$ cat config.mk
export PLATFORM = sky130hd
export DESIGN_NAME = wol_magic_detect
export DESIGN_NICKNAME = d
export VERILOG_FILES = /design/src/rtl/wol_pkg.sv /design/src/rtl/wol_mode_ctrl.sv /design/src/rtl/wol_dest_filter.sv /design/src/rtl/wol_pattern_fsm.sv /design/src/rtl/wol_magic_detect.sv
export SDC_FILE = /design/constraint.sdc
export NUM_CORES = 1
export LEC_CHECK = 0
export BUFFER_PORTS_ARGS = -buffer_cell sky130_fd_sc_hd__buf_2
export CORE_UTILIZATION = 25
export CTS_BUF_LIST = sky130_fd_sc_hd__clkbuf_4 sky130_fd_sc_hd__clkbuf_8
export CTS_CLUSTER_DIAMETER = 150
export DETAILED_ROUTE_END_ITERATION = 10
export SYNTH_ARGS = -nofsm -noshare
export SYNTH_HDL_FRONTEND = slang
export SYNTH_HIERARCHICAL = 1
export SYNTH_SLANG_ARGS = --single-unit
$ cat constraint.sdc
create_clock -name clk -period 3.91 [get_ports clk]
set_input_delay 0.782 -clock clk [delete_from_list [all_inputs] [get_ports clk]]
set_output_delay 0.782 -clock clk [all_outputs]
set_load 0.005 [all_outputs]
$ cat src/rtl/wol_pkg.sv
package wol_pkg;
    typedef enum logic [2:0] {
        ST_IDLE = 3'd0,
        ST_DEST = 3'd1,
        ST_SYNC = 3'd2,
        ST_COPY = 3'd3,
        ST_SKIP = 3'd4
    } wol_state_t;

    localparam logic [7:0] SYNC_BYTE = 8'hFF;
endpackage

$ cat src/rtl/wol_mode_ctrl.sv
module wol_mode_ctrl (
    input  logic clk,
    input  logic por_n,
    input  logic pin_en,
    input  logic pwr_good,
    input  logic sw_en,
    input  logic relax_base,
    input  logic ext_relax_wr,
    input  logic ext_relax_din,
    input  logic pattern_hit,
    input  logic da_exact,
    input  logic match_clr,
    output logic wake_mode,
    output logic ext_relax,
    output logic wake_flag
);
    logic accept_dest;

    always_comb begin
        wake_mode   = (pin_en & ~pwr_good) | sw_en;
        accept_dest = relax_base | ext_relax | da_exact;
    end

    // Extended relaxation bit: cleared only by power-on reset.
    always_ff @(posedge clk) begin
        if (!por_n)
            ext_relax <= 1'b0;
        else if (ext_relax_wr)
            ext_relax <= ext_relax_din;
    end

    // Sticky flag: a detection takes priority over a clear.
    always_ff @(posedge clk) begin
        if (!por_n)
            wake_flag <= 1'b0;
        else if (pattern_hit && wake_mode && accept_dest)
            wake_flag <= 1'b1;
        else if (match_clr)
            wake_flag <= 1'b0;
    end

    // the flag holds while no clear is requested
    assert_flag_sticky_R9: assert property (@(posedge clk) disable iff (!por_n)
        (wake_flag && !match_clr) |=> wake_flag);

    // a rising flag follows a completed pattern seen while armed
    assert_flag_rise_R6: assert property (@(posedge clk) disable iff (!por_n)
        $rose(wake_flag) |-> $past(pattern_hit && wake_mode));

    // the extended bit moves only on a write
    assert_ext_relax_hold_R10: assert property (@(posedge clk) disable iff (!por_n)
        !ext_relax_wr |=> $stable(ext_relax));
endmodule

$ cat src/rtl/wol_dest_filter.sv
module wol_dest_filter #(
    parameter int ADDR_BYTES = 6
) (
    input  logic                    clk,
    input  logic                    por_n,
    input  logic [8*ADDR_BYTES-1:0] station_addr,
    input  logic                    sof_beat,
    input  logic                    dest_beat,
    input  logic [7:0]              dest_byte_ref,
    input  logic [7:0]              rx_byte,
    output logic                    da_exact
);
    always_ff @(posedge clk) begin
        if (!por_n)
            da_exact <= 1'b0;
        else if (sof_beat)
            da_exact <= (rx_byte == station_addr[7:0]);
        else if (dest_beat)
            da_exact <= da_exact & (rx_byte == dest_byte_ref);
    end

    // once a destination byte mismatches, the frame cannot become exact again
    assert_exact_monotonic_R2: assert property (@(posedge clk) disable iff (!por_n)
        (!da_exact && !sof_beat) |=> !da_exact);
endmodule

$ cat src/rtl/wol_pattern_fsm.sv
module wol_pattern_fsm
    import wol_pkg::*;
#(
    parameter int ADDR_BYTES = 6,
    parameter int SYNC_LEN   = 6,
    parameter int COPIES     = 16
) (
    input  logic                    clk,
    input  logic                    por_n,
    input  logic                    soft_rst,
    input  logic [8*ADDR_BYTES-1:0] station_addr,
    input  logic                    rx_valid,
    input  logic                    rx_sof,
    input  logic                    rx_eof,
    input  logic [7:0]              rx_byte,
    output logic                    sof_beat,
    output logic                    dest_beat,
    output logic [7:0]              dest_byte_ref,
    output logic                    pattern_hit
);
    localparam int PW = (ADDR_BYTES > 1) ? $clog2(ADDR_BYTES) : 1;
    localparam int CW = (COPIES > 1) ? $clog2(COPIES) : 1;
    localparam int FW = $clog2(SYNC_LEN + 1);
    localparam logic [PW-1:0] POS_LAST  = PW'(ADDR_BYTES - 1);
    localparam logic [CW-1:0] COPY_LAST = CW'(COPIES - 1);
    localparam logic [FW-1:0] FF_LAST   = FW'(SYNC_LEN - 1);

    wol_state_t      st, st_n;
    logic [PW-1:0]   pos, pos_n;
    logic [CW-1:0]   cpy, cpy_n;
    logic [FW-1:0]   ffc, ffc_n;
    logic [7:0]      abyte [ADDR_BYTES];
    logic [7:0]      exp_byte;
    logic            byte_ok;
    logic            is_sync;

    // Split the station address into its wire-order bytes.
    for (genvar g = 0; g < ADDR_BYTES; g++) begin : g_bytes
        assign abyte[g] = station_addr[8*g +: 8];
    end

    always_comb begin
        exp_byte = abyte[pos];
        byte_ok  = (rx_byte == exp_byte);
        is_sync  = (rx_byte == SYNC_BYTE);
    end

    // State register.
    always_ff @(posedge clk) begin
        if (!por_n) begin
            st  <= ST_IDLE;
            pos <= '0;
            cpy <= '0;
            ffc <= '0;
        end else begin
            st  <= st_n;
            pos <= pos_n;
            cpy <= cpy_n;
            ffc <= ffc_n;
        end
    end

    // Next state and outputs.
    always_comb begin
        st_n          = st;
        pos_n         = pos;
        cpy_n         = cpy;
        ffc_n         = ffc;
        pattern_hit   = 1'b0;
        dest_beat     = 1'b0;
        dest_byte_ref = exp_byte;
        sof_beat      = rx_valid & rx_sof & ~soft_rst;
        if (rx_valid && !rx_sof) begin
            unique case (st)
                ST_IDLE: st_n = ST_IDLE;
                ST_DEST: begin
                    dest_beat = 1'b1;
                    if (pos == POS_LAST) begin
                        st_n  = ST_SYNC;
                        pos_n = '0;
                        ffc_n = '0;
                    end else begin
                        pos_n = pos + 1'b1;
                    end
                end
                ST_SYNC: begin
                    if (is_sync) begin
                        if (ffc == FF_LAST) begin
                            st_n  = ST_COPY;
                            pos_n = '0;
                            cpy_n = '0;
                        end else begin
                            ffc_n = ffc + 1'b1;
                        end
                    end else begin
                        ffc_n = '0;
                    end
                end
                ST_COPY: begin
                    if (byte_ok) begin
                        if (pos == POS_LAST) begin
                            pos_n = '0;
                            if (cpy == COPY_LAST) begin
                                pattern_hit = 1'b1;
                                st_n        = ST_SKIP;
                            end else begin
                                cpy_n = cpy + 1'b1;
                            end
                        end else begin
                            pos_n = pos + 1'b1;
                        end
                    end else if (is_sync && pos == '0 && cpy == '0) begin
                        st_n = ST_COPY;
                    end else begin
                        st_n  = ST_SYNC;
                        pos_n = '0;
                        cpy_n = '0;
                        ffc_n = is_sync ? FW'(1) : '0;
                    end
                end
                ST_SKIP: st_n = ST_SKIP;
                default: st_n = ST_IDLE;
            endcase
        end
        if (rx_valid && rx_sof) begin
            st_n  = ST_DEST;
            pos_n = PW'(1);
            cpy_n = '0;
            ffc_n = '0;
        end
        if (rx_valid && rx_eof) begin
            st_n  = ST_IDLE;
            pos_n = '0;
            cpy_n = '0;
            ffc_n = '0;
        end
        if (soft_rst) begin
            st_n        = ST_IDLE;
            pos_n       = '0;
            cpy_n       = '0;
            ffc_n       = '0;
            pattern_hit = 1'b0;
            dest_beat   = 1'b0;
        end
    end

    // an end-of-frame beat returns the parser to idle
    assert_eof_idle_R8: assert property (@(posedge clk) disable iff (!por_n)
        (rx_valid && rx_eof) |=> (st == ST_IDLE));

    // soft reset abandons the frame
    assert_softrst_idle_R10: assert property (@(posedge clk) disable iff (!por_n)
        soft_rst |=> (st == ST_IDLE));

    // the byte position stays inside the address
    assert_pos_range_R4: assert property (@(posedge clk) disable iff (!por_n)
        (pos <= POS_LAST));

    // a completed pattern leaves the copy state
    assert_hit_exit_R6: assert property (@(posedge clk) disable iff (!por_n)
        pattern_hit |=> (st != ST_COPY));
endmodule

$ cat src/rtl/wol_magic_detect.sv
module wol_magic_detect #(
    parameter int ADDR_BYTES = 6,
    parameter int SYNC_LEN   = 6,
    parameter int COPIES     = 16
) (
    input  logic                    clk,
    input  logic                    por_n,
    input  logic                    soft_rst,
    input  logic [8*ADDR_BYTES-1:0] station_addr,
    input  logic                    relax_base,
    input  logic                    ext_relax_wr,
    input  logic                    ext_relax_din,
    input  logic                    pin_en,
    input  logic                    pwr_good,
    input  logic                    sw_en,
    input  logic                    rx_valid,
    input  logic                    rx_sof,
    input  logic                    rx_eof,
    input  logic [7:0]              rx_byte,
    input  logic                    match_clr,
    output logic                    wake_mode,
    output logic                    ext_relax,
    output logic                    wake_flag
);
    logic       sof_beat;
    logic       dest_beat;
    logic [7:0] dest_byte_ref;
    logic       pattern_hit;
    logic       da_exact;

    wol_pattern_fsm #(
        .ADDR_BYTES(ADDR_BYTES),
        .SYNC_LEN  (SYNC_LEN),
        .COPIES    (COPIES)
    ) u_fsm (
        .clk          (clk),
        .por_n        (por_n),
        .soft_rst     (soft_rst),
        .station_addr (station_addr),
        .rx_valid     (rx_valid),
        .rx_sof       (rx_sof),
        .rx_eof       (rx_eof),
        .rx_byte      (rx_byte),
        .sof_beat     (sof_beat),
        .dest_beat    (dest_beat),
        .dest_byte_ref(dest_byte_ref),
        .pattern_hit  (pattern_hit)
    );

    wol_dest_filter #(
        .ADDR_BYTES(ADDR_BYTES)
    ) u_filter (
        .clk          (clk),
        .por_n        (por_n),
        .station_addr (station_addr),
        .sof_beat     (sof_beat),
        .dest_beat    (dest_beat),
        .dest_byte_ref(dest_byte_ref),
        .rx_byte      (rx_byte),
        .da_exact     (da_exact)
    );

    wol_mode_ctrl u_mode (
        .clk          (clk),
        .por_n        (por_n),
        .pin_en       (pin_en),
        .pwr_good     (pwr_good),
        .sw_en        (sw_en),
        .relax_base   (relax_base),
        .ext_relax_wr (ext_relax_wr),
        .ext_relax_din(ext_relax_din),
        .pattern_hit  (pattern_hit),
        .da_exact     (da_exact),
        .match_clr    (match_clr),
        .wake_mode    (wake_mode),
        .ext_relax    (ext_relax),
        .wake_flag    (wake_flag)
    );
endmodule

## Word-level counts from Yosys, hierarchy flattened

Index checks and enable logic that the tools add are counted.

| storage, ports and cells | value |
|---|---|
| word-level logic and storage cells | 122 |
| bits in registers | 16 |
| output and inout bits | 3 |
| bits of input ports | 69 |

| cells by class | value |
|---|---|
| multiplexer cells | 48 |
| reduce and logical (&&, ||, !) cells | 24 |
| magnitude comparators | 1 |
| eq/ne operators | 26 |
| add/subtract/negate cells | 3 |
| bitwise operators | 11 |

Operators by type and width:

| cell | number |
|---|---|
| two-way mux 3 bit | 16 |
| binary-select mux 8 bit (select 3 bit) | 1 |
| two-way mux 4 bit | 6 |
| two-way mux 1 bit | 19 |
| one-hot mux 3 bit (3 select lines) | 2 |
| AND reduction 6 bit | 3 |
| equality test 8 bit | 2 |
| two-way mux 8 bit | 2 |
| != test 3 bit, second input constant | 4 |
| one-hot mux 3 bit (4 select lines) | 1 |
| AND reduction 5 bit | 2 |
| equality test 3 bit, second input constant | 3 |
| != test 3 x 1 -> 1 bit, second input constant | 3 |
| equality test 8 bit, second input constant | 1 |
| != test 4 bit, second input constant | 2 |
| one-hot mux 4 bit (2 select lines) | 1 |
| nonzero test 2 bit | 4 |
| logical AND 1 bit | 7 |
| AND reduction 7 bit | 1 |
| adder 3 x 1 -> 3 bit, second input constant | 2 |
| equality test 3 x 2 -> 1 bit, second input constant | 2 |
| != test 2 x 1 -> 1 bit, second input constant | 3 |
| adder 4 x 1 -> 4 bit, second input constant | 1 |
| AND 1 bit | 4 |
| 16 further kinds | 21 |

## Longest topological paths before layout

Gate-level depths: netlist (run 1).

| logic depth | value |
|---|---|
| depth after elaboration | 12 |
| mapped depth | 12 |
| gate-level depth less buffers | 9 |

## Hierarchy

Netlist (run 1), hierarchy kept.

By module, submodules not included:

| module | instances | cells each | sequential area each (µm²) | area an instance (µm²) |
|---|---|---|---|---|
| wol_pattern_fsm | 1 | 222 | 260.2 | 1627.8 |
| wol_dest_filter | 1 | 27 | 20.0 | 219.0 |
| wol_mode_ctrl | 1 | 9 | 40.0 | 92.6 |

## Least setup slack after synthesis (run 1)

Ideal clock, no wire load.

| timing | value |
|---|---|
| kind | input -> register |
| start | input port station_addr[2] |
| end | register u_fsm.pos[0] |
| arrival | 2790 ps |
| library setup time | 79 ps |
| required time | 3831 ps |
| stages on the path | 9 |
| slack | 1040 ps |
| path buffers | 1 |
| path through | mux2_4 > a222oi_1 > xor2_1 > nand4_1 > or4_1 > buf_2 > and2_1 > o21a_1 > a211oi_2 |

| between the ends | value |
|---|---|
| cells in the longest elaborated chain, start to end | 8 |
| elaborated cells between the ends (all ways) | 10 |
| those cells by class | eq/ne (2); mux (7); reduce/logical (1) |

RTL lines:

| element | line | RTL |
|---|---|---|
| start: declaration | wol_magic_detect.sv:9 | `input logic [8*ADDR_BYTES-1:0] station_addr,` |
| binary-select mux 8 bit (select 3 bit) * | wol_pattern_fsm.sv:43 | `exp_byte = abyte[pos];` |
| two-way mux 8 bit (not written as such) * (2 in a row) | wol_pattern_fsm.sv:43 |  |
| equality test 8 bit * | wol_pattern_fsm.sv:44 | `byte_ok = (rx_byte == exp_byte);` |
| two-way mux 3 bit | wol_pattern_fsm.sv:100 | `if (byte_ok) begin` |
| one-hot mux 3 bit (3 select lines) | wol_pattern_fsm.sv:74 | `unique case (st)` |
| two-way mux 1 bit | wol_pattern_fsm.sv:73 | `if (rx_valid && !rx_sof) begin` |
| two-way mux 1 bit | wol_pattern_fsm.sv:125 | `if (rx_valid && rx_sof) begin` |
| end signal: assignment | wol_pattern_fsm.sv:57 | `pos <= pos_n;` |
| end: declaration | wol_pattern_fsm.sv:29 | `logic [PW-1:0] pos, pos_n;` |

Every way passes the cells marked *; elsewhere a longest branch is shown, timed or not. The select of a mux whose other input is x is not followed.
A chain may end at the register's enable or synchronous reset.

## Worst setup path after layout (run 1)

| timing | value |
|---|---|
| start | register u_fsm.pos[1] |
| end | register u_fsm.cpy[2] |

| between the ends | value |
|---|---|
| cells in the longest elaborated chain, start to end | 7 |
| elaborated cells between the ends (all ways) | 15 |
| those cells by class | eq/ne (5); mux (5); bitwise (1); reduce/logical (4) |

RTL lines:

| element | line | RTL |
|---|---|---|
| inverter 3 -> 4 bit (not written as such) | wol_pattern_fsm.sv:43 |  |
| binary-select mux 8 bit (select 3 bit) | wol_pattern_fsm.sv:43 |  |
| two-way mux 8 bit (not written as such) (2 in a row) | wol_pattern_fsm.sv:43 |  |
| equality test 8 bit | wol_pattern_fsm.sv:44 |  |
| != test 3 bit (no line), or another cell as far along | - |  |
| AND reduction 7 bit (no line) or one-hot mux 4 bit (2 select lines) (tied branches) | - |  |
| end signal: assignment | wol_pattern_fsm.sv:58 | `cpy <= cpy_n;` |
| end: declaration | wol_pattern_fsm.sv:30 | `logic [CW-1:0] cpy, cpy_n;` |

Several ways; a longest one is shown, not always the timed one. The select of a mux whose other input is x is not followed.

==> flow_metrics.py, run 1 <==
metrics = {
    "run_status": {
        "status": "finished, final reports clean",
    },
    "setup_path": {
        "cp_slowest_stage_delay_ps": 730,
        "reg2reg_depth": 9,
        "arrival_ps": 3520,
        "cp_slowest_cell": "dfxtp_1",
        "crit-reg2reg-launch": "u_fsm/pos[1]$_SDFFE_PP0P_",
        "cp-end-kind": "flip-flop",
        "path_common_cell": "o211ai_1",
        "required_ps": 4100,
        "crit_family": "compound AO/OA/AOI/OAI gates",
        "path_cells": "buf_4, mux2_2, xor2_1, o22ai_1, o32ai_1, or4_1, o211ai_1, o211ai_1, o21ai_1",
        "start_kind": "flip-flop",
        "path_buf_inv": 1,
        "r2r-end": "u_fsm/cpy[2]$_SDFFE_PP0P_",
        "r2r_setup_slack_ps": 570,
        "path_max_fanout": 16,
        "path_class": "reg2reg",
    },
    "route": {
        "met1_length_um": 2630,
        "wl_met2_um": 2340,
        "vias": 2088,
        "drc": 0,
        "antenna_left": 0,
        "top_layer_used": "met4",
        "wl_um": 5320,
        "dr_wl_met3_um": 260,
        "drtPass1Iterations": 5,
        "vias_per_cell": 4.97,
        "drtIter0Drc": 180,
        "wl_per_cell_um": 12.7,
    },
    "die": {
        "rows": 31,
        "core-area_mm2": 0.00737,
        "start_util_pct": 26.3,
        "die_area_mm2": 0.00811,
        "io_pins": 72,
        "fp.dieW_um": 90.1,
        "die_h_um": 90.1,
    },
    "clock_network": {
        "htree_num_levels": 1,
        "cts_sinks": 16,
        "path_clk_slew_ps": 60,
        "clock_path_buffers": 2,
        "cts_root_buffer": "clkbuf_8",
        "cts_resized": 0,
        "cts_tree": "yes",
        "clock_latency_ps": 250,
        "cts_setup_buffers": 0,
        "cts_hold_buf": 0,
        "cts_buffers": 3,
    },
    "synth": {
        "yosys-top-cells-area": "dfxtp_1 17%, xnor2_1 9.0%, mux2_2 7.0%",
        "syn_area_mm2": 0.00194,
        "yosys.area.top_type_share_pct": 16.5,
        "synth_common_cells": "24 x nand2_1, 20 x xnor2_1, 19 x o21ai_0",
        "syn_nets": 331,
        "synth_warnings": 6,
        "yosys.area.top_type": "dfxtp_1",
        "synthCells": 258,
        "syn_area_per_cell_um2": 7.52,
        "ys_async_sr_fraction_pct": 0,
        "synth_edf_count": 0,
        "synth_most_common_cell": "nand2_1",
        "synthDistinctLibCells": 50,
        "ys_seq_area_share_pct": 16.5,
        "ys.flop_type": "dfxtp_1",
        "ys_ff_latch": 16,
    },
    "grt": {
        "antenna_found_initial": 0,
        "grt_pass1_wl_um": 9110,
        "grt_pass1_vias": 1934,
        "grt_max_degree": 21,
        "grt-ovfl-total": 0,
        "grt_util_all_layers_pct": 13.5,
    },
    "final_layout": {
        "fin_util_pct": 32.7,
        "drive_gt1_share_pct": 30.8,
        "fillers": 808,
        "diodes": 0,
        "nNetsFinal": 396,
        "area_delta_synth_final_pct": 24.3,
    },
    "placement": {
        "numPortBuffers": 71,
        "place_congestion": 0.856,
        "dp_hpwl_um": 4340,
    },
    "power": {
        "combPwrFrac_pct": 31.7,
        "power.density_mw_per_mm2": 177,
        "clockPowerShare_pct": 29.2,
        "power_frac_seq_pct": 39.1,
        "power_switching_mw": 0.124,
        "sw_frac_of_total_pct": 29.1,
        "ir_drop_v": 0.0000682,
        "power.leakage_nw": 0.930,
        "p_int_mw": 0.302,
    },
    "min_path": {
        "worstHoldStart": "u_fsm/cpy[0]$_SDFFE_PP0P_",
        "min_path_type": "reg2reg",
        "min_to": "u_fsm/cpy[0]$_SDFFE_PP0P_",
        "hold_depth": 1,
    },
    "timing": {
        "slew_headroom_pct": 47.7,
        "max_freq_mhz": 300,
        "final.min_clock_period_ps": 3340,
        "setup_viol_count_final": 0,
        "worstMarginPinSlew_ps": 777,
        "clock_skew_ps": 1.60,
        "finalCritPeriodShare_pct": 85.4,
        "tns_ps": 0,
        "maxSlewViolCount": 0,
        "hold_viol": 0,
        "rsz0062_at_grt": "no",
    },
    "flow_run": {
        "drv_cap": 0,
    },
}
-- cell usage in the layout, fill, tap and decap left out, types with 2 or more instances in the layout --
cell | netlist | layout
buf_2 | 2 | 71
nand2_1 | 24 | 24
xnor2_1 | 20 | 20
o21ai_0 | 19 | 19
dfxtp_1 | 16 | 16
nor2_1 | 15 | 15
mux2_2 | 12 | 12
nand3_1 | 11 | 11
inv_1 | 11 | 11
mux2i_1 | 10 | 10
a21oi_1 | 10 | 10
xor2_1 | 8 | 8
nor3_1 | 7 | 7
nand4_1 | 6 | 6
nor2b_1 | 6 | 6
o22ai_1 | 6 | 6
mux2_4 | 4 | 4
a222oi_1 | 4 | 4
nand2b_1 | 4 | 4
o211ai_1 | 4 | 4
ha_1 | 4 | 4
clkbuf_8 | 0 | 3
o21ai_1 | 3 | 3
and3b_1 | 3 | 3
nor4_1 | 3 | 3
and2_1 | 3 | 3
a21o_1 | 2 | 2
or2_2 | 2 | 2
nor3b_1 | 2 | 2
and3_1 | 2 | 2
o32ai_1 | 2 | 2
nor4b_1 | 2 | 2
o31ai_1 | 2 | 2
o21a_1 | 2 | 2
nand4b_1 | 2 | 2
a211oi_1 | 2 | 2
or3_1 | 2 | 2
buf_4 | 1 | 2
-- worst max path at each step --
stage                         startpoint                         to  slack, ps  depth (start not counted)
6_report       u_fsm/pos[1]$_SDFFE_PP0P_  u_fsm/cpy[2]$_SDFFE_PP0P_        570                          9
5_1_grt        u_fsm/pos[1]$_SDFFE_PP0P_  u_fsm/pos[1]$_SDFFE_PP0P_        380                          9
4_1_cts        u_fsm/pos[1]$_SDFFE_PP0P_  u_fsm/cpy[2]$_SDFFE_PP0P_        600                          9
3_5_place_dp   u_fsm/pos[1]$_SDFFE_PP0P_  u_fsm/cpy[2]$_SDFFE_PP0P_        630                          9
3_3_place_gp             station_addr[1]  u_fsm/pos[1]$_SDFFE_PP0P_        670                          9
2_1_floorplan            station_addr[2]  u_fsm/pos[0]$_SDFFE_PP0P_       1040                          9
-- flip-flops by register name, summed over array words and instances (netlist names) --
signal and count:
u_fsm/cpy 4, u_fsm/ffc 3, u_fsm/pos 3, u_fsm/st 3
u_filter/da_exact 1, u_mode/ext_relax 1, u_mode/wake_flag 1
-- layer usage --
layer  track usage (%)  up-vias
met5                 0        -
li1                  -     1065
met3              1.27        6
met2              20.9       72
met1              19.0      945
met4              5.38        0
-- kinds of logic after synthesis --
logic type / count (synthesis) / share of synthesized area (%)
adder cells (fa/ha/maj): 4 / 2.58
multiplexers: 26 / 15.2
flip-flops: 16 / 16.5
buffers and inverters: 24 / 5.42
XOR/XNOR: 28 / 12.6
AND/OR/NAND/NOR: 99 / 27.2
AO/OA/AOI/OAI: 61 / 20.4
-- power by group through the flow --
stage	registers [mW]	clock network [mW]	logic, mW
2_1_floorplan	0.169	0	0.0761
3_3_place_gp	0.170	0	0.134
3_5_place_dp	0.170	0	0.135
4_1_cts	0.167	0.130	0.135
5_1_grt	0.167	0.136	0.150
6_report	0.167	0.124	0.135
-- stage by stage --
step                      hold WS (ps)  power [mW]  area (µm²)  worst slack (ps)  std cells
after global routing               569       0.453        2410               377        420
final                              511       0.426        2410               572        420
after CTS                          519       0.432        2410               599        420
after global placement             501       0.304        2370               671        417
after floorplan                    468       0.245        1940              1040        258
after detailed placement           497       0.305        2370               625        417
-- area by class of cell --
type                    count  area, µm²  share of cell area [%]
multi-input cells         218       1510                    62.8
repair buffers             73        370                    15.4
flip-flops and latches     16        320                    13.3
well taps                  99        124                    5.14
clock buffers               3       41.3                    1.71
inverters                  11       41.3                    1.71
Power figures use the tool's default switching activity.
==> inputs of run 2 (changes only) <==
--- a/config.mk
+++ b/config.mk
@@ -6,10 +6,14 @@
 export NUM_CORES = 1
 export LEC_CHECK = 0
 export BUFFER_PORTS_ARGS = -buffer_cell sky130_fd_sc_hd__buf_2
+export CELL_PAD_IN_SITES_DETAIL_PLACEMENT = 1
+export CELL_PAD_IN_SITES_GLOBAL_PLACEMENT = 2
+export CORE_ASPECT_RATIO = 1.1
 export CORE_UTILIZATION = 25
 export CTS_BUF_LIST = sky130_fd_sc_hd__clkbuf_4 sky130_fd_sc_hd__clkbuf_8
 export CTS_CLUSTER_DIAMETER = 150
 export DETAILED_ROUTE_END_ITERATION = 10
+export PLACE_DENSITY_LB_ADDON = 0.1
 export SYNTH_ARGS = -nofsm -noshare
 export SYNTH_HDL_FRONTEND = slang
 export SYNTH_HIERARCHICAL = 1
==> constraint.sdc (replaced) <==
create_clock -name clk -period 3.1 [get_ports clk]
set_input_delay 0.62 -clock clk [delete_from_list [all_inputs] [get_ports clk]]
set_output_delay 0.62 -clock clk [all_outputs]
set_load 0.005 [all_outputs]
==> run 2 against run 1 <==
Final area increased by 5.0%. Hold slack better by 2.7 ps. Sequential power grew 26%. Clock power is 31% higher. Setup slack got worse by 400 ps. Die area about the same. Clock skew up 4.4 ps. Core utilization grew 1.2 points. Largest cell class unchanged. First-iteration DRC count fell by 33%. Total power up 28%.
==> flow_metrics.py, run 2 (synthesis gave the netlist of run 1 again) <==
metrics = {
    "power": {
        "sw_frac_of_total_pct": 29.8,
        "power.density_mw_per_mm2": 216,
        "power.leakage_nw": 0.998,
        "power_frac_seq_pct": 38.5,
        "ir_drop_v": 0.0000929,
        "p_int_mw": 0.384,
        "clockPowerShare_pct": 29.5,
        "power_switching_mw": 0.163,
        "combPwrFrac_pct": 32.0,
    },
    "setup_path": {
        "start_kind": "flip-flop",
        "required_ps": 3280,
        "cp-end-kind": "flip-flop",
        "reg2reg_depth": 11,
        "path_max_fanout": 29,
        "arrival_ps": 3110,
        "path_class": "reg2reg",
    },
    "final_layout": {
        "regMostFlops": "u_fsm/cpy",
        "diodes": 0,
        "largest_reg_flops": 4,
        "drive_gt1_share_pct": 34.2,
        "nNetsFinal": 408,
        "layout_common_cells": "71 x buf_2, 24 x nand2_1, 20 x xnor2_1",
        "fin_util_pct": 33.9,
        "area_delta_synth_final_pct": 30.6,
        "mostFrequentLayoutCell": "buf_2",
    },
    "die": {
        "rows": 33,
        "die_area_mm2": 0.00811,
        "io_pins": 72,
        "core-area_mm2": 0.00747,
        "die_h_um": 94.4,
        "fp.dieW_um": 86.0,
        "start_util_pct": 26.0,
    },
    "flow_run": {
        "drv_cap": 0,
    },
    "timing": {
        "setup_viol_count_final": 0,
        "clock_skew_ps": 5.96,
        "worstMarginPinSlew_ps": 544,
        "tns_ps": 0,
        "rsz0062_at_grt": "no",
        "maxSlewViolCount": 0,
        "finalCritPeriodShare_pct": 94.4,
        "max_freq_mhz": 342,
        "hold_viol": 0,
        "final.min_clock_period_ps": 2930,
        "slew_headroom_pct": 63.4,
    },
    "clock_network": {
        "clock_latency_ps": 250,
        "clock_path_buffers": 2,
        "cts_tree": "yes",
        "path_clk_slew_ps": 70,
        "cts_hold_buf": 0,
        "cts_sinks": 16,
        "htree_num_levels": 1,
        "cts_buffers": 3,
        "cts_root_buffer": "clkbuf_8",
    },
    "grt": {
        "grt_util_all_layers_pct": 16.9,
        "antenna_found_initial": 0,
        "grt-ovfl-total": 0,
        "grt_max_degree": 30,
        "grt_pass1_vias": 2150,
        "grt_pass1_wl_um": 10700,
    },
    "run_status": {
        "status": "finished, final reports clean",
    },
    "route": {
        "wl_um": 6610,
        "wl_per_cell_um": 15.1,
        "drtIter0Drc": 121,
        "vias": 2104,
        "antenna_left": 0,
        "vias_per_cell": 4.80,
        "drtPass1Iterations": 4,
        "drc": 0,
    },
    "min_path": {
        "hold_depth": 2,
        "min_path_type": "reg2reg",
    },
    "placement": {
        "dp_hpwl_um": 5360,
        "place_congestion": 0.745,
        "numPortBuffers": 71,
    },
}
==> run 2: cell count changes in the layout (fill, tap and decap cells not counted) <==
cell,before,now
dfxtp_1,16,15
or4_4,0,1
or4_1,1,0
dfxtp_2,0,1
nor4b_2,0,1
buf_4,2,13
nor4b_1,2,1
buf_12,0,1
==> run 2: through the flow <==
| step | worst slack [ps] | std cells | instance area [µm²] | hold slack [ps] | power [mW] |
|---|---|---|---|---|---|
| global route | 18.5 | 438 | 2530 | 553 | 0.580 |
| floorplan | 392 | 258 | 1940 | 468 | 0.309 |
| finish | 173 | 438 | 2530 | 513 | 0.547 |
| detailed placement | 42.1 | 434 | 2470 | 500 | 0.391 |
| global placement | 23.7 | 434 | 2470 | 492 | 0.390 |
| CTS | 30.7 | 437 | 2510 | 518 | 0.557 |
==> run 2: layout make-up <==
cell class | count | area (µm²)
inverters | 11 | 41.3
repair buffers | 85 | 473
fillers | 954 | 4940
flip-flops and latches | 16 | 322
well taps | 105 | 131
multi-input cells | 218 | 1520
clock buffers | 3 | 41.3
==> run 2: power by group through the flow <==
stage | Clock, mW | Combinational, mW | Sequential, mW
floorplan | 0 | 0.0959 | 0.213
global placement | 0 | 0.175 | 0.215
detailed placement | 0 | 0.175 | 0.215
CTS | 0.171 | 0.176 | 0.210
global route | 0.175 | 0.194 | 0.211
finish | 0.162 | 0.175 | 0.211
==> run 2: per-layer routing <==
layer	global-route usage [%]	vias to the layer above	share of wire, %
met4	3.75	0	0.83
met5	0	-	0
met2	29.7	46	48
met1	22.2	966	48
li1	-	1088	-
met3	1.75	4	3.7
==> run 2: what timing repair did <==
action | 4_1_cts | 5_1_grt
endpoints found under the setup margin | 0 | 12
resized for setup | 0 | 3
buffers inserted | 0 | 1
==> run 2: worst paths after layout <==
kind,to,from,slack (ps)
max,u_fsm/cpy[2]$_SDFFE_PP0P_,u_fsm/pos[1]$_SDFFE_PP0P_,170
min,u_fsm/cpy[1]$_SDFFE_PP0P_,u_fsm/cpy[1]$_SDFFE_PP0P_,510
max reg2reg,u_fsm/cpy[2]$_SDFFE_PP0P_,u_fsm/pos[1]$_SDFFE_PP0P_,170
min reg2reg,u_fsm/cpy[1]$_SDFFE_PP0P_,u_fsm/cpy[1]$_SDFFE_PP0P_,510
==> run 2: worst max-delay path, stage by stage (launching register included) <==
cell and delay (ps):
dfxtp_1 360, buf_12 210, mux2_2 360, a222oi_1 280, buf_4 180, xor2_1 160
nand4_1 150, o31ai_1 350, buf_4 200, nand2_1 90, or3_1 390, o21ai_1 130
==> inputs of run 3 (changes only) <==
--- a/config.mk
+++ b/config.mk
@@ -14,6 +14,7 @@
 export CTS_CLUSTER_DIAMETER = 150
 export DETAILED_ROUTE_END_ITERATION = 10
 export PLACE_DENSITY_LB_ADDON = 0.1
+export REMOVE_ABC_BUFFERS = 1
 export SYNTH_ARGS = -nofsm -noshare
 export SYNTH_HDL_FRONTEND = slang
 export SYNTH_HIERARCHICAL = 1
==> run 3 against run 2 <==
Clock power rose by 2%. Setup slack improved by 22 ps. Clock skew up 3.3 ps. Via count is 1.6% higher. Final area fell by 0.84%. Non-clock buffer count fell by 2.
==> flow_metrics.py, run 3 (synthesis gave the netlist of run 1 again) <==
metrics = {
    "grt": {
        "grt_util_all_layers_pct": 16.0,
        "antenna_found_initial": 0,
        "grt_pass1_wl_um": 10300,
        "grt_pass1_vias": 2182,
        "grt-ovfl-total": 0,
        "grt_max_degree": 24,
    },
    "placement": {
        "numPortBuffers": 71,
        "place_congestion": 0.797,
        "dp_hpwl_um": 5280,
        "dp.cells": 429,
        "place_ws_ps": -45.9,
    },
    "die": {
        "fp.dieW_um": 86.0,
        "start_util_pct": 26.0,
        "die_area_mm2": 0.00811,
        "rows": 33,
        "die_h_um": 94.4,
        "io_pins": 72,
        "core-area_mm2": 0.00747,
    },
    "power": {
        "power.density_mw_per_mm2": 220,
        "combPwrFrac_pct": 32.1,
        "power_switching_mw": 0.168,
        "ir_drop_v": 0.0000840,
        "power.leakage_nw": 0.983,
        "sw_frac_of_total_pct": 30.4,
        "power_frac_seq_pct": 37.9,
        "p_int_mw": 0.385,
        "clockPowerShare_pct": 30.0,
    },
    "timing": {
        "timing.final.ws_setup_ps": 196,
        "clock_skew_ps": 9.28,
        "worstMarginPinSlew_ps": 543,
        "setup_viol_count_final": 0,
        "max_freq_mhz": 344,
        "final.min_clock_period_ps": 2900,
        "maxSlewViolCount": 0,
        "finalCritPeriodShare_pct": 93.7,
        "hold_viol": 0,
        "slew_headroom_pct": 63.4,
    },
    "clock_network": {
        "cts_buffers": 3,
        "cts_root_buffer": "clkbuf_8",
        "clock_path_buffers": 2,
        "cts_sinks": 16,
        "clock_latency_ps": 260,
        "path_clk_slew_ps": 70,
        "cts_tree": "yes",
        "cts_hold_buf": 0,
        "htree_num_levels": 1,
    },
    "setup_path": {
        "cp-end-kind": "flip-flop",
        "path_class": "reg2reg",
        "start_kind": "flip-flop",
        "arrival_ps": 3090,
        "reg2reg_depth": 11,
        "required_ps": 3290,
        "path_max_fanout": 7,
    },
    "final_layout": {
        "layout_common_cells": "71 x buf_2, 24 x nand2_1, 20 x xnor2_1",
        "mostFrequentLayoutCell": "buf_2",
        "regMostFlops": "u_fsm/cpy",
        "seq_area_um2": 323,
        "largest_reg_flops": 4,
        "diodes": 0,
        "area_delta_synth_final_pct": 29.5,
        "drive_gt1_share_pct": 33.8,
        "multi_input_area_mm2": 0.00152,
        "fillers": 965,
        "nNetsFinal": 406,
        "layout.cells.non_filler": 436,
    },
    "route": {
        "vias_per_cell": 4.90,
        "dr_wl_met3_um": 170,
        "antenna_left": 0,
        "wl_um": 6400,
        "drc": 0,
        "wl_met2_um": 3400,
        "drtIter0Drc": 58,
        "drtPass1Iterations": 4,
        "top_layer_used": "met4",
        "vias": 2137,
        "met1_length_um": 2820,
        "wl_per_cell_um": 14.7,
    },
    "min_path": {
        "hold_depth": 1,
        "min_path_type": "reg2reg",
    },
    "flow_run": {
        "drv_cap": 0,
    },
    "run_status": {
        "status": "finished, final reports clean",
    },
}
-- run 3: cell type report --
type	count	share of cell area [%]
Timing Repair Buffer	83	18.2
Sequential cell	16	12.9
Tap cell	105	5.23
Inverter	11	1.64
Multi-Input combinational cell	218	60.4
Clock buffer	3	1.64
-- run 3: power groups by stage --
stage | Sequential, mW | Combinational, mW | Clock (mW)
floorplan | 0.215 | 0.0918 | 0
global placement | 0.215 | 0.174 | 0
detailed placement | 0.215 | 0.176 | 0
CTS | 0.210 | 0.176 | 0.173
global route | 0.210 | 0.196 | 0.180
finish | 0.210 | 0.178 | 0.166
-- run 3: layer usage --
metal	GRT usage, %	up-vias
li1	-	1084
met1	19.1	1008
met2	30.8	43
met3	1.22	2
met4	3.61	0
met5	0	-
-- run 3: path summary, 6_finish.rpt --
kind,slack (ps),start,end
max,200,u_fsm/pos[1]$_SDFFE_PP0P_,u_fsm/cpy[1]$_SDFFE_PP0P_
min,510,u_fsm/cpy[0]$_SDFFE_PP0P_,u_fsm/cpy[0]$_SDFFE_PP0P_
max reg2reg,200,u_fsm/pos[1]$_SDFFE_PP0P_,u_fsm/cpy[1]$_SDFFE_PP0P_
min reg2reg,510,u_fsm/cpy[0]$_SDFFE_PP0P_,u_fsm/cpy[0]$_SDFFE_PP0P_
-- run 3: metrics by stage --
step	util [%]	hold slack, ps	instance area, µm²	power [mW]	TNS [ps]
global placement	32.6	488	2430	0.389	0
detailed placement	32.6	502	2430	0.390	-72.0
finish	33.6	509	2510	0.553	0
floorplan	-	468	1880	0.307	-51.6
CTS	33.1	519	2480	0.559	0
global route	33.6	546	2510	0.587	-9.06
-- run 3: repair_timing --
action,in CTS,in global routing
gates resized for setup,0,3
endpoints found under the setup margin,0,10
buffers inserted,0,4
-- run 3: critical path, cell delays in order (launching register included) --
cell and delay [ps]:
dfxtp_2 350, buf_4 170, mux2_4 300, a222oi_1 470, xor2_1 190, nand4_1 150, or4_1 450, buf_4 190
o211ai_1 240, buf_4 170, nand3_1 70, o21ai_0 90
